## config.mk

```make
export PLATFORM = sky130hd
export DESIGN_NAME = codec_lane
export DESIGN_NICKNAME = d
export VERILOG_FILES = /design/src/rtl/codec_lane_pkg.sv /design/src/rtl/codec_lane_timing.sv /design/src/rtl/codec_lane_tx.sv /design/src/rtl/codec_lane_rx.sv /design/src/rtl/codec_lane.sv
export SDC_FILE = /design/constraint.sdc
export NUM_CORES = 1
export LEC_CHECK = 0
export BUFFER_PORTS_ARGS = -buffer_cell sky130_fd_sc_hd__buf_2
export CORE_AREA = 2 2 98 100
export CTS_BUF_LIST = sky130_fd_sc_hd__clkbuf_4 sky130_fd_sc_hd__clkbuf_8
export DETAILED_ROUTE_END_ITERATION = 8
export DIE_AREA = 0 0 100 102
export HOLD_SLACK_MARGIN = 0.02
export PLACE_DENSITY = 0.76
export SLEW_MARGIN = 20
export SYNTH_ARGS = -nofsm -noshare
export SYNTH_HDL_FRONTEND = slang
export SYNTH_HIERARCHICAL = 1
export SYNTH_SLANG_ARGS = --single-unit
```

## constraint.sdc

```tcl
create_clock -name clk -period 2.86 [get_ports clk]
set_clock_uncertainty 0.1 [all_clocks]
set_input_delay 0.429 -clock clk [delete_from_list [all_inputs] [get_ports clk]]
set_output_delay 0.429 -clock clk [all_outputs]
set_load 0.02 [all_outputs]
```

## src/rtl/codec_lane_pkg.sv

```systemverilog
// Package: codec_lane_pkg
// Shared constants and types for the codec serial channel.
// Assumes the serial bit period is four master-clock cycles.
package codec_lane_pkg;

    localparam int PHASE_W = 2;

    // Phase at which the transmit bit is updated (falling serial clock).
    localparam logic [PHASE_W-1:0] PH_DRIVE  = 2'd0;
    // Phase at which the receive bit is taken (rising serial clock).
    localparam logic [PHASE_W-1:0] PH_SAMPLE = 2'd2;

    // One-cycle event strobes decoded from the sequencer inputs.
    typedef struct packed {
        logic start;    // frame start, drive phase of bit 0
        logic tx_step;  // drive phase of a sample bit
        logic tx_tail;  // drive phase after the sample bits
        logic rx_step;  // sample phase of a sample bit
        logic rx_last;  // sample phase of the final sample bit
    } lane_strobe_t;

endpackage

```

## src/rtl/codec_lane_timing.sv

```systemverilog
// Module: codec_lane_timing
// Decodes the shared sequencer's bit index and phase into per-cycle
// strobes for the transmit and receive paths, and tracks whether a
// transfer is in progress.
// Assumes SAMPLE_W <= 2**IDX_W and SAMPLE_W >= 2.
module codec_lane_timing
    import codec_lane_pkg::*;
#(
    parameter int SAMPLE_W = 20,
    parameter int IDX_W    = 6
) (
    input  logic                clk,
    input  logic                rst_n,
    input  logic                lane_active,
    input  logic [IDX_W-1:0]    bit_idx,
    input  logic [PHASE_W-1:0]  phase,
    output lane_strobe_t        strb,
    output logic                busy
);

    localparam logic [IDX_W:0]   W_LIM    = (IDX_W+1)'(SAMPLE_W);
    localparam logic [IDX_W-1:0] LAST_IDX = IDX_W'(SAMPLE_W - 1);

    logic in_frame;

    assign in_frame = ({1'b0, bit_idx} < W_LIM);

    // Decode the event strobes for the current cycle.
    always_comb begin
        strb = '0;
        if (lane_active) begin
            if (phase == PH_DRIVE) begin
                strb.start   = (bit_idx == '0);
                strb.tx_step = in_frame;
                strb.tx_tail = !in_frame;
            end
            if (phase == PH_SAMPLE) begin
                strb.rx_step = in_frame;
                strb.rx_last = (bit_idx == LAST_IDX);
            end
        end
    end

    // Transfer-in-progress flag: set at frame start, cleared at last capture.
    always_ff @(posedge clk) begin
        if (!rst_n) begin
            busy <= 1'b0;
        end else if (strb.start) begin
            busy <= 1'b1;
        end else if (strb.rx_last) begin
            busy <= 1'b0;
        end
    end

    AST_BUSY_FROM_START: assert property (@(posedge clk) disable iff (!rst_n)
        $rose(busy) |-> $past(lane_active && phase == PH_DRIVE && bit_idx == '0));

    AST_BUSY_ENDS_AT_LAST: assert property (@(posedge clk) disable iff (!rst_n)
        (lane_active && phase == PH_SAMPLE && bit_idx == LAST_IDX) |=> !busy);

endmodule

```

## src/rtl/codec_lane_tx.sv

```systemverilog
// Module: codec_lane_tx
// Transmit path: holds the word to send, rotates it out MSB first on the
// drive phase, and parks host writes made during a transfer until the
// next frame start.
// Assumes strobes come from codec_lane_timing and SAMPLE_W >= 2.
module codec_lane_tx #(
    parameter int SAMPLE_W = 20
) (
    input  logic                 clk,
    input  logic                 rst_n,
    input  logic                 lane_active,
    input  logic                 start,
    input  logic                 tx_step,
    input  logic                 tx_tail,
    input  logic                 busy,
    input  logic                 host_we,
    input  logic [SAMPLE_W-1:0]  host_wdata,
    output logic                 dac_sdata
);

    logic [SAMPLE_W-1:0] tx_sr;
    logic [SAMPLE_W-1:0] pend_word;
    logic                pend_v;
    logic [SAMPLE_W-1:0] src_word;
    logic                dac_q;
    logic                wr_direct;
    logic                wr_buffer;

    function automatic logic [SAMPLE_W-1:0] rotl(input logic [SAMPLE_W-1:0] v);
        return {v[SAMPLE_W-2:0], v[SAMPLE_W-1]};
    endfunction

    assign wr_direct = host_we && !busy && !start;
    assign wr_buffer = host_we &&  busy && !start;

    // Choose the word a starting frame sends: fresh write, then buffer, then current.
    always_comb begin
        if (host_we) begin
            src_word = host_wdata;
        end else if (pend_v) begin
            src_word = pend_word;
        end else begin
            src_word = tx_sr;
        end
    end

    // Transmit word register: rotates once per sent bit, back to itself after a frame.
    always_ff @(posedge clk) begin
        if (!rst_n) begin
            tx_sr <= '0;
        end else if (start) begin
            tx_sr <= rotl(src_word);
        end else if (wr_direct) begin
            tx_sr <= host_wdata;
        end else if (tx_step) begin
            tx_sr <= rotl(tx_sr);
        end
    end

    // Write buffer for host writes arriving while a transfer runs.
    always_ff @(posedge clk) begin
        if (!rst_n) begin
            pend_word <= '0;
            pend_v    <= 1'b0;
        end else if (start || wr_direct) begin
            pend_v    <= 1'b0;
        end else if (wr_buffer) begin
            pend_word <= host_wdata;
            pend_v    <= 1'b1;
        end
    end

    // Serial output bit, updated only on the drive phase.
    always_ff @(posedge clk) begin
        if (!rst_n) begin
            dac_q <= 1'b0;
        end else if (start) begin
            dac_q <= src_word[SAMPLE_W-1];
        end else if (tx_step) begin
            dac_q <= tx_sr[SAMPLE_W-1];
        end else if (tx_tail) begin
            dac_q <= 1'b0;
        end
    end

    assign dac_sdata = dac_q && lane_active;

    AST_DAC_ONLY_ON_DRIVE: assert property (@(posedge clk) disable iff (!rst_n)
        !(start || tx_step || tx_tail) |=> $stable(dac_q));

    AST_TAIL_LOW: assert property (@(posedge clk) disable iff (!rst_n)
        tx_tail |=> !dac_q);

    AST_PEND_CLEARED: assert property (@(posedge clk) disable iff (!rst_n)
        start |=> !pend_v);

    AST_BUSY_WRITE_PARKED: assert property (@(posedge clk) disable iff (!rst_n)
        (host_we && busy && !start) |=> pend_v);

endmodule

```

## src/rtl/codec_lane_rx.sv

```systemverilog
// Module: codec_lane_rx
// Receive path: shifts in serial bits on the sample phase, copies the
// finished sample to a holding register with a one-cycle ready pulse,
// and presents it on the host read port.
// Assumes strobes come from codec_lane_timing and SAMPLE_W >= 2.
module codec_lane_rx #(
    parameter int SAMPLE_W = 20
) (
    input  logic                 clk,
    input  logic                 rst_n,
    input  logic                 rx_step,
    input  logic                 rx_last,
    input  logic                 adc_sdata,
    input  logic                 rd_en,
    output logic [SAMPLE_W-1:0]  host_rdata,
    output logic                 sample_ready
);

    logic [SAMPLE_W-1:0] rx_sr;
    logic [SAMPLE_W-1:0] rx_hold;
    logic                ready_q;

    // Receive shift register, MSB arrives first.
    always_ff @(posedge clk) begin
        if (!rst_n) begin
            rx_sr <= '0;
        end else if (rx_step) begin
            rx_sr <= {rx_sr[SAMPLE_W-2:0], adc_sdata};
        end
    end

    // Holding register and ready pulse for a complete sample.
    always_ff @(posedge clk) begin
        if (!rst_n) begin
            rx_hold <= '0;
            ready_q <= 1'b0;
        end else begin
            ready_q <= rx_last;
            if (rx_last) begin
                rx_hold <= {rx_sr[SAMPLE_W-2:0], adc_sdata};
            end
        end
    end

    assign host_rdata   = rd_en ? rx_hold : '0;
    assign sample_ready = ready_q;

    AST_READY_PULSE: assert property (@(posedge clk) disable iff (!rst_n)
        ready_q |=> !ready_q);

    AST_READY_AFTER_LAST: assert property (@(posedge clk) disable iff (!rst_n)
        rx_last |=> ready_q);

    AST_HOLD_STABLE: assert property (@(posedge clk) disable iff (!rst_n)
        !ready_q |-> $stable(rx_hold));

    AST_RX_FROZEN: assert property (@(posedge clk) disable iff (!rst_n)
        !rx_step |=> $stable(rx_sr));

endmodule

```

## src/rtl/codec_lane.sv

```systemverilog
// Module: codec_lane
// One channel of a serial stereo codec link: receive and transmit shift
// paths timed by an external bit index and phase, with a parallel host port.
// Assumes bit_idx and phase come from a free-running shared sequencer
// (four master cycles per serial bit) and SAMPLE_W <= 2**IDX_W.
module codec_lane
    import codec_lane_pkg::*;
#(
    parameter int SAMPLE_W = 20,
    parameter int IDX_W    = 6
) (
    input  logic                 clk,
    input  logic                 rst_n,
    input  logic                 lane_active,
    input  logic [IDX_W-1:0]     bit_idx,
    input  logic [1:0]           phase,
    input  logic                 adc_sdata,
    output logic                 dac_sdata,
    input  logic                 host_sel,
    input  logic                 host_rd,
    input  logic                 host_wr,
    input  logic [SAMPLE_W-1:0]  host_wdata,
    output logic [SAMPLE_W-1:0]  host_rdata,
    output logic                 sample_ready
);

    lane_strobe_t strb;
    logic         busy;
    logic         host_we;
    logic         rd_en;

    assign host_we = host_sel && host_wr;
    assign rd_en   = host_sel && host_rd;

    codec_lane_timing #(
        .SAMPLE_W (SAMPLE_W),
        .IDX_W    (IDX_W)
    ) u_timing (
        .clk         (clk),
        .rst_n       (rst_n),
        .lane_active (lane_active),
        .bit_idx     (bit_idx),
        .phase       (phase),
        .strb        (strb),
        .busy        (busy)
    );

    codec_lane_tx #(
        .SAMPLE_W (SAMPLE_W)
    ) u_tx (
        .clk         (clk),
        .rst_n       (rst_n),
        .lane_active (lane_active),
        .start       (strb.start),
        .tx_step     (strb.tx_step),
        .tx_tail     (strb.tx_tail),
        .busy        (busy),
        .host_we     (host_we),
        .host_wdata  (host_wdata),
        .dac_sdata   (dac_sdata)
    );

    codec_lane_rx #(
        .SAMPLE_W (SAMPLE_W)
    ) u_rx (
        .clk          (clk),
        .rst_n        (rst_n),
        .rx_step      (strb.rx_step),
        .rx_last      (strb.rx_last),
        .adc_sdata    (adc_sdata),
        .rd_en        (rd_en),
        .host_rdata   (host_rdata),
        .sample_ready (sample_ready)
    );

    AST_IDLE_LINE_LOW: assert property (@(posedge clk) disable iff (!rst_n)
        !$past(lane_active) && !lane_active |-> !dac_sdata);

    AST_WR_NEEDS_SEL: assert property (@(posedge clk) disable iff (!rst_n)
        !host_sel |-> !host_we);

endmodule

```

After elaboration in Yosys (flattened, before gate mapping). Cells that the tools add are included.

Magnitude comparators: 1. Equal/unequal tests: 2. Mux-type cells: 14. Bitwise operators: 2. Reduce and logical (&&, ||, !) cells: 18.

Operators by type and width (number): two-way mux 20 bit (6); logical AND 1 bit (7); == test 6 x 5 -> 1 bit, second input constant (1); logical NOT 6 bit (1); < comparator 6 x 5 -> 1 bit, second input constant (1); nonzero test 3 bit (2); two-way mux 1 bit (5); two-way mux 5 bit (1); logical NOT 1 bit (3); two-way mux 3 bit (1); == test 2 bit, second input constant (1); logical NOT 2 bit (1); two-way mux 2 bit (1); NOT 1 bit (2); AND reduction 2 bit (1); nonzero test 2 bit (1); OR reduction 2 bit (1); logical OR 1 bit (1).

Flip-flop bits (word level): 83. Bits of input ports: 35. Output and inout port bits: 22. Word-level logic and storage cells: 45.

Depth between registers and ports, before layout. Gate-level depths: netlist (run 1).

Depth in word-level cells: 9. Depth in mapped cells: 8. Depth with buffers taken out: 6.

Cells and area by module. The synthesis (run 1) kept the hierarchy.

By module, submodules not included: codec_lane_tx (times used 1, cells each 265, area each 2486.1 µm², seq. area each 840.8 µm²); codec_lane_rx (times used 1, cells each 150, area each 1655.3 µm², seq. area each 800.8 µm²); codec_lane_timing (times used 1, cells each 15, area each 131.4 µm², seq. area each 20.0 µm²); codec_lane (times used 1, cells each 2, area each 12.5 µm², seq. area each 0.0 µm²).

Worst setup path after synthesis (run 1). OpenSTA, ideal clock, no wires.

Path type: input to register. Start: input port bit_idx[3]. End: register u_tx.tx_sr[10]. Library setup time: 130 ps. Arrival: 1707 ps. Required time: 2630 ps. Path slack: 923 ps. Stages: 6. Buffers on the path: 1. Path through: or3_4 > nor3_4 > and2b_1 > o21ai_4 > buf_12 > o221ai_2.

RTL lines: start: declaration (RTL line codec_lane.sv:15) `input logic [IDX_W-1:0] bit_idx,`; end signal: assignment (RTL line codec_lane_tx.sv:52) `tx_sr <= rotl(src_word);`; end signal: assignment (RTL line codec_lane_tx.sv:54) `tx_sr <= host_wdata;`; end signal: assignment (RTL line codec_lane_tx.sv:56) `tx_sr <= rotl(tx_sr);`; end: declaration (RTL line codec_lane_tx.sv:21) `logic [SAMPLE_W-1:0] tx_sr;`.

Worst setup path in the final report (run 1).
Start: input port host_sel. End: output port host_rdata[19].

Cells in the longest elaborated chain, start to end: 2.

RTL lines: start: declaration (RTL line codec_lane.sv:19) `input logic host_sel,`; logical AND 1 bit (RTL line codec_lane.sv:33) `assign rd_en = host_sel && host_rd;`; named net rd_en (RTL line codec_lane.sv:30) `logic rd_en;`; two-way mux 20 bit (RTL line codec_lane_rx.sv:45) `assign host_rdata = rd_en ? rx_hold : '0;`; end: declaration (RTL line codec_lane.sv:23) `output logic [SAMPLE_W-1:0] host_rdata,`.

The timed path passes the listed nets, and every way through them passes these cells.

==> results of run 1 <==
-- metal layers --
layer  wire length (µm)  track usage  vias up
li1                   -            -     1579
met3                325      0.04993       10
met4                 89      0.04847        0
met2               4016       0.2952       51
met1               3887       0.2099     1474
met5                  0            0        -
-- final timing paths --
check / startpoint / to / slack [ns]
worst max register to register: u_tx/pend_v / u_tx/tx_sr[15] / 1.01
worst min-delay path: host_wdata[10] / u_tx/pend_word[10] / 0.24
worst min register to register: u_tx/pend_word[16] / u_tx/pend_word[16] / 0.36
worst max-delay path: host_sel / host_rdata[19] / 0.95
-- final cells by class --
type / instances / share of cell area
repair buffers: 67 / 0.07634
flip-flops and latches: 83 / 0.3496
inverters: 18 / 0.01421
clock inverters: 4 / 0.01053
clock buffers: 11 / 0.03185
multi-input cells: 297 / 0.4883
well taps: 111 / 0.02922
-- worst max-delay path, delay by kind of cell --
kind          cells  cell delay, ns
simple gates      2            0.71
buf+inv           2            0.25
-- stage by stage --
| step | utilization | instances | power [W] | instance area [µm²] |
|---|---|---|---|---|
| 4_1_cts | 0.5218 | 591 | 0.002234 | 4753 |
| 3_5_place_dp | 0.4997 | 576 | 0.001375 | 4552 |
| 5_1_grt | 0.5218 | 591 | 0.002296 | 4753 |
| 6_report | 0.5218 | 591 | 0.002205 | 4753 |
| 3_3_place_gp | 0.4997 | 576 | 0.001370 | 4552 |
| 2_1_floorplan | - | 432 | 0.001328 | 4285 |
-- cells in the final DEF, fill, tap and decap left out, types with 2 or more instances in the layout --
cell         n
dfxtp_1     83
mux2i_1     59
buf_2       56
nor2b_1     42
nand2_1     41
and2_1      25
nand2b_1    21
a21boi_0    20
mux2_2      20
inv_1       18
o211ai_1    18
clkbuf_8    11
buf_4       11
o221ai_2    10
o221ai_1     7
o41ai_1      4
a211oi_1     4
and3b_1      3
clkinvlp_4   2
nor3_4       2
nor2_1       2
nand3b_1     2
a211o_1      2
a21oi_1      2
-- flip-flops by register name, summed over array words and instances, names as in the netlist --
name               flops
u_rx/rx_hold          20
u_tx/pend_word        20
u_tx/tx_sr            20
u_rx/rx_sr            19
u_rx/sample_ready      1
u_timing/busy          1
u_tx/dac_q             1
u_tx/pend_v            1
-- power by group --
group / total [W] / switching (W) / internal, W
sequential: 0.00117 / 0.00000862 / 0.00117
combinational: 0.000172 / 0.0000927 / 0.0000792
clock: 0.000859 / 0.000414 / 0.000445
total: 0.00221 / 0.000515 / 0.00169
-- logic make-up (layout without fill, tap and decap cells) --
logic type / count (synthesis) / after routing / synth area share
AND/OR/NAND/NOR: 148 / 148 / 0.2032
flip-flops: 83 / 83 / 0.3877
multiplexers: 79 / 79 / 0.1904
AO/OA/AOI/OAI: 70 / 70 / 0.1460
buffers and inverters: 52 / 100 / 0.07270
-- cell usage after synthesis (4+ instances only) --
| library cell | count | area share |
|---|---|---|
| nand2b_1 | 21 | 0.031 |
| o221ai_1 | 7 | 0.014 |
| o221ai_2 | 10 | 0.035 |
| mux2_2 | 20 | 0.053 |
| o41ai_1 | 4 | 0.0082 |
| buf_6 | 6 | 0.016 |
| clkbuf_1 | 13 | 0.011 |
| dfxtp_1 | 83 | 0.39 |
| mux2i_1 | 59 | 0.14 |
| o211ai_1 | 18 | 0.032 |
| nor2b_1 | 42 | 0.061 |
| inv_1 | 18 | 0.016 |
| a211oi_1 | 4 | 0.0070 |
| a21boi_0 | 20 | 0.035 |
| nand2_1 | 41 | 0.036 |
| and2_1 | 25 | 0.036 |
| buf_2 | 9 | 0.011 |
==> flow_summary.yaml, run 1 <==
run_status:
  status: "completed"
worst_hold_path:
  hold_depth: 3
  min_path_type: "input pin to flip-flop"
die:
  die-width_um: 100
  start_util: 0.4705
  ios: 57
  dieHeight_um: 102
  die-area_um2: 10200
  core_um2: 9109
  std_cell_rows: 35
routing:
  wl_per_cell_um: 14.08
  drt-initial-drc-count: 98
  vias: 3114
  first_pass_iters: 4
  via_per_inst: 5.269
  drc: 0
  ant_nets: 0
  drt_wl_total_um: 8319
sta:
  whs_ns: 0.2389
  tns_ns: 0
  setup_violations: 0
  period_share: 0.6675
  rsz0062_at_grt: "false"
  max_slew_margin: 0.5088
  max_freq_mhz: 523.9
  hold_violations: 0
  worst_slew_pin_slew_ns: 0.7368
  drv_slew: 0
  fin_ws_ns: 0.9511
  layout_min_cycle_time_ns: 1.909
flow_run:
  drv_cap: 0
global_route:
  grt_use_total: 0.1713
  grt_pass1_wl_um: 14100
  gr-total-overflow: 0
  grt_pass1_vias: 3063
  grt_start_max_net_pins: 41
  antenna_found_initial: 0
place:
  pre_cts_ws_ns: 0.5826
  gp_congestion: 0.7643
  dp_hpwl_um: 5627
  portBuffers: 56
synthesis:
  synth-edff-count: 0
  synth.distinct_cells: 40
  syn_nets: 467
  ys.flop_type: "dfxtp_1"
  ys_seq_area_frac: 0.3877
  syn-cell-area_um2: 4285
  post_synth_inst_count: 432
  ys_ff_latch: 83
  synth_area_per_cell_um2: 9.920
  synth_warnings: 6
  synth-async-reset-ratio: 0
clock_network:
  hold_buffers: 0
  postCtsSetupBuffers: 0
  clock_latency_ns: 0.35
  postCtsResizedCells: 0
  cts_sinks: 83
  clock_path_buffers: 2
  ctsHtreeMaxLevel: 3
  cts_tree: "done"
  cts_buffers: 9
  clk_root_buffer_cell: "clkbuf_8"
  clk_pin_slew_ns: 0.08
power:
  ir_drop_v: 0.0002926
  power_density_nw_per_um2: 463.9
  power.leakage_nw: 1.694
finish:
  layout-drive-gt1-share: 0.2521
  n_antenna_cell: 0
  fill_cells: 852
  fin_nets: 511
  multiInputGateArea_um2: 2321
  regArea_um2: 1662
  syn2layout_area_growth_pct: 10.92
critical_path:
  start_kind: "input pin"
  slowest_delay_ns: 0.48
  crit_path_cell_trace: "buf_2 > and2_1 > and2_1 > buf_2"
  end_kind: "primary output"
  cp_slowest_cell: "and2_1"
  reg2reg_depth: 4
  arrival_ns: 1.38
  critical_path_class: "input pin to primary output"
  crit_required_ns: 2.33
  crit_fanout: 20
Note: power is estimated with default switching activity, not from simulation.
==> inputs of run 2 (changes only) <==
PLACE_DENSITY = 0.79   (was 0.76)
clock period = 1.7 ns   (was 2.86 ns; I/O delays follow)
==> run 2 against run 1 <==
First-iteration DRC count rose by 61%. Register-to-register slack worse by 0.78 ns. Final cell count up 3.4%. Via count increased by 3.2%. Final area up 4.7%. Power is 69% higher. Global-route usage up 0.87 points.
==> flow_summary.yaml, run 2 (same netlist as run 1, synthesis figures left out) <==
sta:
  max_freq_mhz: 602.9
  tns_ns: 0
  layout_min_cycle_time_ns: 1.659
  setup_violations: 0
  worst_slew_pin_slew_ns: 0.5841
  max_slew_margin: 0.6106
  period_share: 0.9756
  drv_slew: 0
  hold_violations: 0
finish:
  fill_cells: 807
  n_antenna_cell: 0
  layout-drive-gt1-share: 0.2840
  final_area_um2: 4979
  syn2layout_area_growth_pct: 16.18
  utilization: 0.5466
  final_common_cell: "dfxtp_1"
  instances_no_fill: 611
  multiInputGateArea_um2: 2331
  final_cell_mix: "dfxtp_1 (83), mux2i_1 (59), buf_2 (56)"
  top_regs: "u_rx/rx_hold (20), u_tx/pend_word (20), u_tx/tx_sr (20)"
  regArea_um2: 1662
  fin_nets: 530
power:
  power.leakage_nw: 1.816
  p_int_w: 0.002868
  power_switching_w: 0.0008618
  ir_drop_v: 0.0005420
  netSwitchingFraction: 0.2311
  seq_power_share: 0.530
  p_total_w: 0.003730
  combPwrFrac: 0.087
  power_density_nw_per_um2: 749.2
  clock_power_share: 0.383
place:
  placed_cells: 592
  dp_hpwl_um: 6142
  gp_congestion: 0.7728
  portBuffers: 56
  dpl-instance-area_um2: 4747
routing:
  ant_nets: 0
  first_pass_iters: 4
  vias: 3215
  drt_wl_total_um: 8920
  drt-initial-drc-count: 158
  wl_per_cell_um: 14.60
  drc: 0
  via_per_inst: 5.262
die:
  dieHeight_um: 102
  core_um2: 9109
  std_cell_rows: 35
  start_util: 0.4705
  die-width_um: 100
  die-area_um2: 10200
  ios: 57
worst_hold_path:
  hold_start: "host_wdata[10]"
  min_path_type: "input pin to flip-flop"
  min_to: "u_tx/pend_word[10]"
  hold_depth: 3
critical_path:
  crit_required_ns: 1.82
  end_kind: "flip-flop"
  start_kind: "input pin"
  arrival_ns: 1.78
  r2r_slack_ns: 0.23
  reg2reg_depth: 4
  critical_path_class: "input pin to flip-flop"
  r2r-end: "u_tx/tx_sr[19]"
  timing.rr.start: "u_tx/pend_v"
  crit_fanout: 6
global_route:
  use_met3: 0.03967
  use_met1: 0.2189
  grt_pass1_vias: 3058
  grt_start_max_net_pins: 41
  grt_pass1_wl_um: 14760
  gr-total-overflow: 0
  grt_use_met2: 0.3233
  grt_use_total: 0.1800
  antenna_found_initial: 0
  grt-busiest-layer: "met2"
clock_network:
  clock_latency_ns: 0.34
  cts_sinks: 83
  clock_path_buffers: 2
  hold_buffers: 0
  cts_buffers: 9
  clk_pin_slew_ns: 0.08
  cts_tree: "done"
  clk_root_buffer_cell: "clkbuf_8"
  ctsHtreeMaxLevel: 3
run_status:
  status: "completed"
flow_run:
  drv_cap: 0
run 2: metal layers:
metal,up-vias,share of wire
met5,-,0
met4,0,0.0073
met3,7,0.043
met2,64,0.50
met1,1528,0.45
li1,1616,-
run 2: through the flow:
step	hold WS (ns)	setup slack (ns)
after global placement	0.3467	-0.2652
final	0.07423	0.04143
after global routing	0.07110	-0.0007064
after floorplan	0.2627	-0.05800
after detailed placement	0.3560	-0.3508
after CTS	0.05920	0.01138
run 2: power groups by stage:
stage | sequential (W) | combinational (W) | clock [W]
detailed placement | 0.00202 | 0.000321 | 0
CTS | 0.00198 | 0.000322 | 0.00149
global placement | 0.00202 | 0.000313 | 0
finish | 0.00198 | 0.000324 | 0.00143
global route | 0.00198 | 0.000352 | 0.00154
floorplan | 0.00202 | 0.000217 | 0
run 2: worst max-delay path by stage:
stage | startpoint | endpoint | slack (ns)
2_1_floorplan | phase[0] | u_tx/tx_sr[10] | -0.06
3_3_place_gp | phase[0] | u_tx/pend_word[8] | -0.27
3_5_place_dp | phase[0] | u_tx/pend_word[0] | -0.35
4_1_cts | phase[0] | u_tx/pend_word[0] | 0.01
5_1_grt | bit_idx[3] | u_tx/tx_sr[19] | -0.0007
6_report | bit_idx[3] | u_tx/tx_sr[19] | 0.04
run 2: worst max-delay path, cell delays in order:
cell	delay [ns]
buf_2	0.10
or3_4	0.41
nor3_4	0.29
and2b_2	0.30
o21ai_4	0.16
buf_4	0.18
o221ai_2	0.08
run 2: final cells by class:
| class | instances | share of cell area |
|---|---|---|
| clock buffers | 12 | 0.03066 |
| clock inverters | 4 | 0.01005 |
| inverters | 18 | 0.01357 |
| multi-input cells | 298 | 0.4682 |
| flip-flops and latches | 83 | 0.3338 |
| well taps | 111 | 0.02790 |
| repair buffers | 85 | 0.1159 |
run 2: what timing repair did:
item | 4_1_cts | 5_1_grt
resized for setup | 0 | 2
endpoints found under the setup margin | 0 | 21
hold endpoints to repair | 0 | 0
buffers inserted | 0 | 2
==> inputs of run 3 (changes only) <==
CORE_AREA = 2 2 83 101   (was 2 2 98 100)
DIE_AREA = 0 0 85 103   (was 0 0 100 102)
PLACE_DENSITY = 0.86   (was 0.79)
clock period = 1.85 ns   (was 1.7 ns; I/O delays follow)
==> run 3 against run 2 <==
Die area fell by 14%. Flip-flop and latch count did not move. Sequential power fell by 8%. Setup slack improved by 0.17 ns.
==> flow_summary.yaml, run 3 (same netlist as run 1, synthesis figures left out) <==
run_status:
  status: "completed"
routing:
  first_pass_iters: 4
  wl_per_cell_um: 14.73
  drt_wl_total_um: 8721
  ant_nets: 0
  drc: 0
  vias: 3241
  drt-initial-drc-count: 123
  via_per_inst: 5.475
finish:
  syn2layout_area_growth_pct: 14.98
  top_regs: "u_rx/rx_hold (20), u_tx/pend_word (20), u_tx/tx_sr (20)"
  fill_cells: 664
  fin_nets: 527
  n_antenna_cell: 0
  final_cell_mix: "dfxtp_1 (83), mux2i_1 (59), buf_2 (56)"
  final_common_cell: "dfxtp_1"
  layout-drive-gt1-share: 0.2777
clock_network:
  cts_tree: "done"
  clock_path_buffers: 2
  clk_pin_slew_ns: 0.09
  cts_sinks: 83
  clock_latency_ns: 0.36
  cts_buffers: 9
  postCtsResizedCells: 0
  postCtsSetupBuffers: 0
  clk_root_buffer_cell: "clkbuf_8"
  hold_buffers: 0
  ctsHtreeMaxLevel: 3
power:
  power_density_nw_per_um2: 695.1
  power.leakage_nw: 1.797
  ir_drop_v: 0.0005163
die:
  die-width_um: 85
  core_um2: 7883
  dieHeight_um: 103
  die-area_um2: 8755
  ios: 57
  start_util: 0.5437
  std_cell_rows: 36
place:
  pre_cts_ws_ns: -0.1507
  gp_congestion: 0.8388
  dp_hpwl_um: 6081
  portBuffers: 56
sta:
  hold_violations: 0
  layout_min_cycle_time_ns: 1.637
  drv_slew: 0
  worst_slew_pin_slew_ns: 0.3727
  period_share: 0.8848
  max_freq_mhz: 610.9
  tns_ns: 0
  setup_violations: 0
  fin_ws_ns: 0.2132
  rsz0062_at_grt: "false"
  max_slew_margin: 0.7516
critical_path:
  arrival_ns: 1.81
  slowest_delay_ns: 0.51
  start_kind: "flip-flop"
  crit_family: "simple AND/OR/NAND/NOR gates"
  cp_slowest_cell: "dfxtp_1"
  crit_buf_inv: 0
  end_kind: "flip-flop"
  crit_fanout: 17
  critical_path_class: "flip-flop to flip-flop"
  crit_path_cell_trace: "nand2b_1 > nand3_4 > o221ai_1"
  crit_required_ns: 2.02
global_route:
  antenna_found_initial: 0
  grt_pass1_wl_um: 14830
  grt_start_max_net_pins: 53
  grt_use_total: 0.2065
  grt_pass1_vias: 3259
  gr-total-overflow: 0
flow_run:
  drv_cap: 0
worst_hold_path:
  min_path_type: "input pin to flip-flop"
-- run 3: cell count changes in the layout (fill, tap and decap cells not counted) --
| cell | delta |
|---|---|
| clkbuf_4 | -2 |
| clkbuf_8 | -1 |
| buf_6 | -1 |
| clkinv_4 | +1 |
| and2b_1 | +1 |
| buf_4 | -1 |
| inv_6 | +2 |
| and2b_2 | -1 |
| o21ai_2 | -1 |
-- run 3: layout make-up --
type                            count  area, µm²  area share
Multi-Input combinational cell    297       2321      0.4711
Inverter                           18      67.56     0.01371
Sequential cell                    83       1662      0.3372
Clock inverter                      7      76.32     0.01549
Timing Repair Buffer               83      558.0      0.1133
Clock buffer                        9      123.9     0.02514
Tap cell                           95      118.9     0.02412
-- run 3: worst min-delay path: cells and delay by family --
family | cells | cell delay [ns]
compound gates | 1 | 0.06
simple gates | 1 | 0.05
buf+inv | 1 | 0.12
-- run 3: through the flow --
| step | hold WS [ns] | area [µm²] | total power (W) | utilization | std cells |
|---|---|---|---|---|---|
| 2_1_floorplan | 0.2852 | 4285 | 0.002053 | - | 432 |
| 3_3_place_gp | 0.3462 | 4727 | 0.002138 | 0.5997 | 576 |
| 3_5_place_dp | 0.3556 | 4727 | 0.002149 | 0.5997 | 576 |
| 4_1_cts | 0.06985 | 4927 | 0.003464 | 0.6251 | 592 |
| 5_1_grt | 0.07898 | 4927 | 0.003564 | 0.6251 | 592 |
| 6_report | 0.08248 | 4927 | 0.003425 | 0.6251 | 592 |
-- run 3: final timing paths --
path / startpoint / to / slack, ns / cells after the start
setup reg to reg: u_timing/busy / u_tx/tx_sr[5] / 0.21 / 3
hold reg to reg: u_tx/pend_word[7] / u_tx/pend_word[7] / 0.36 / 2
hold / removal: host_wdata[10] / u_tx/pend_word[10] / 0.08 / 3
setup / recovery: u_timing/busy / u_tx/tx_sr[5] / 0.21 / 3
-- run 3: report_power, final --
group	leakage, nW	internal [W]	total (W)	switching, W
Combinational	1.03	0.000139	0.000290	0.000151
Clock	0.0962	0.000632	0.00132	0.000687
Sequential	0.670	0.00180	0.00182	0.0000127
Total	1.80	0.00257	0.00343	0.000851
-- run 3: layer usage --
metal,share of wire,GRT usage
met5,0,0
met4,0.015,0.08181
met3,0.048,0.05044
met2,0.53,0.3744
met1,0.40,0.2332
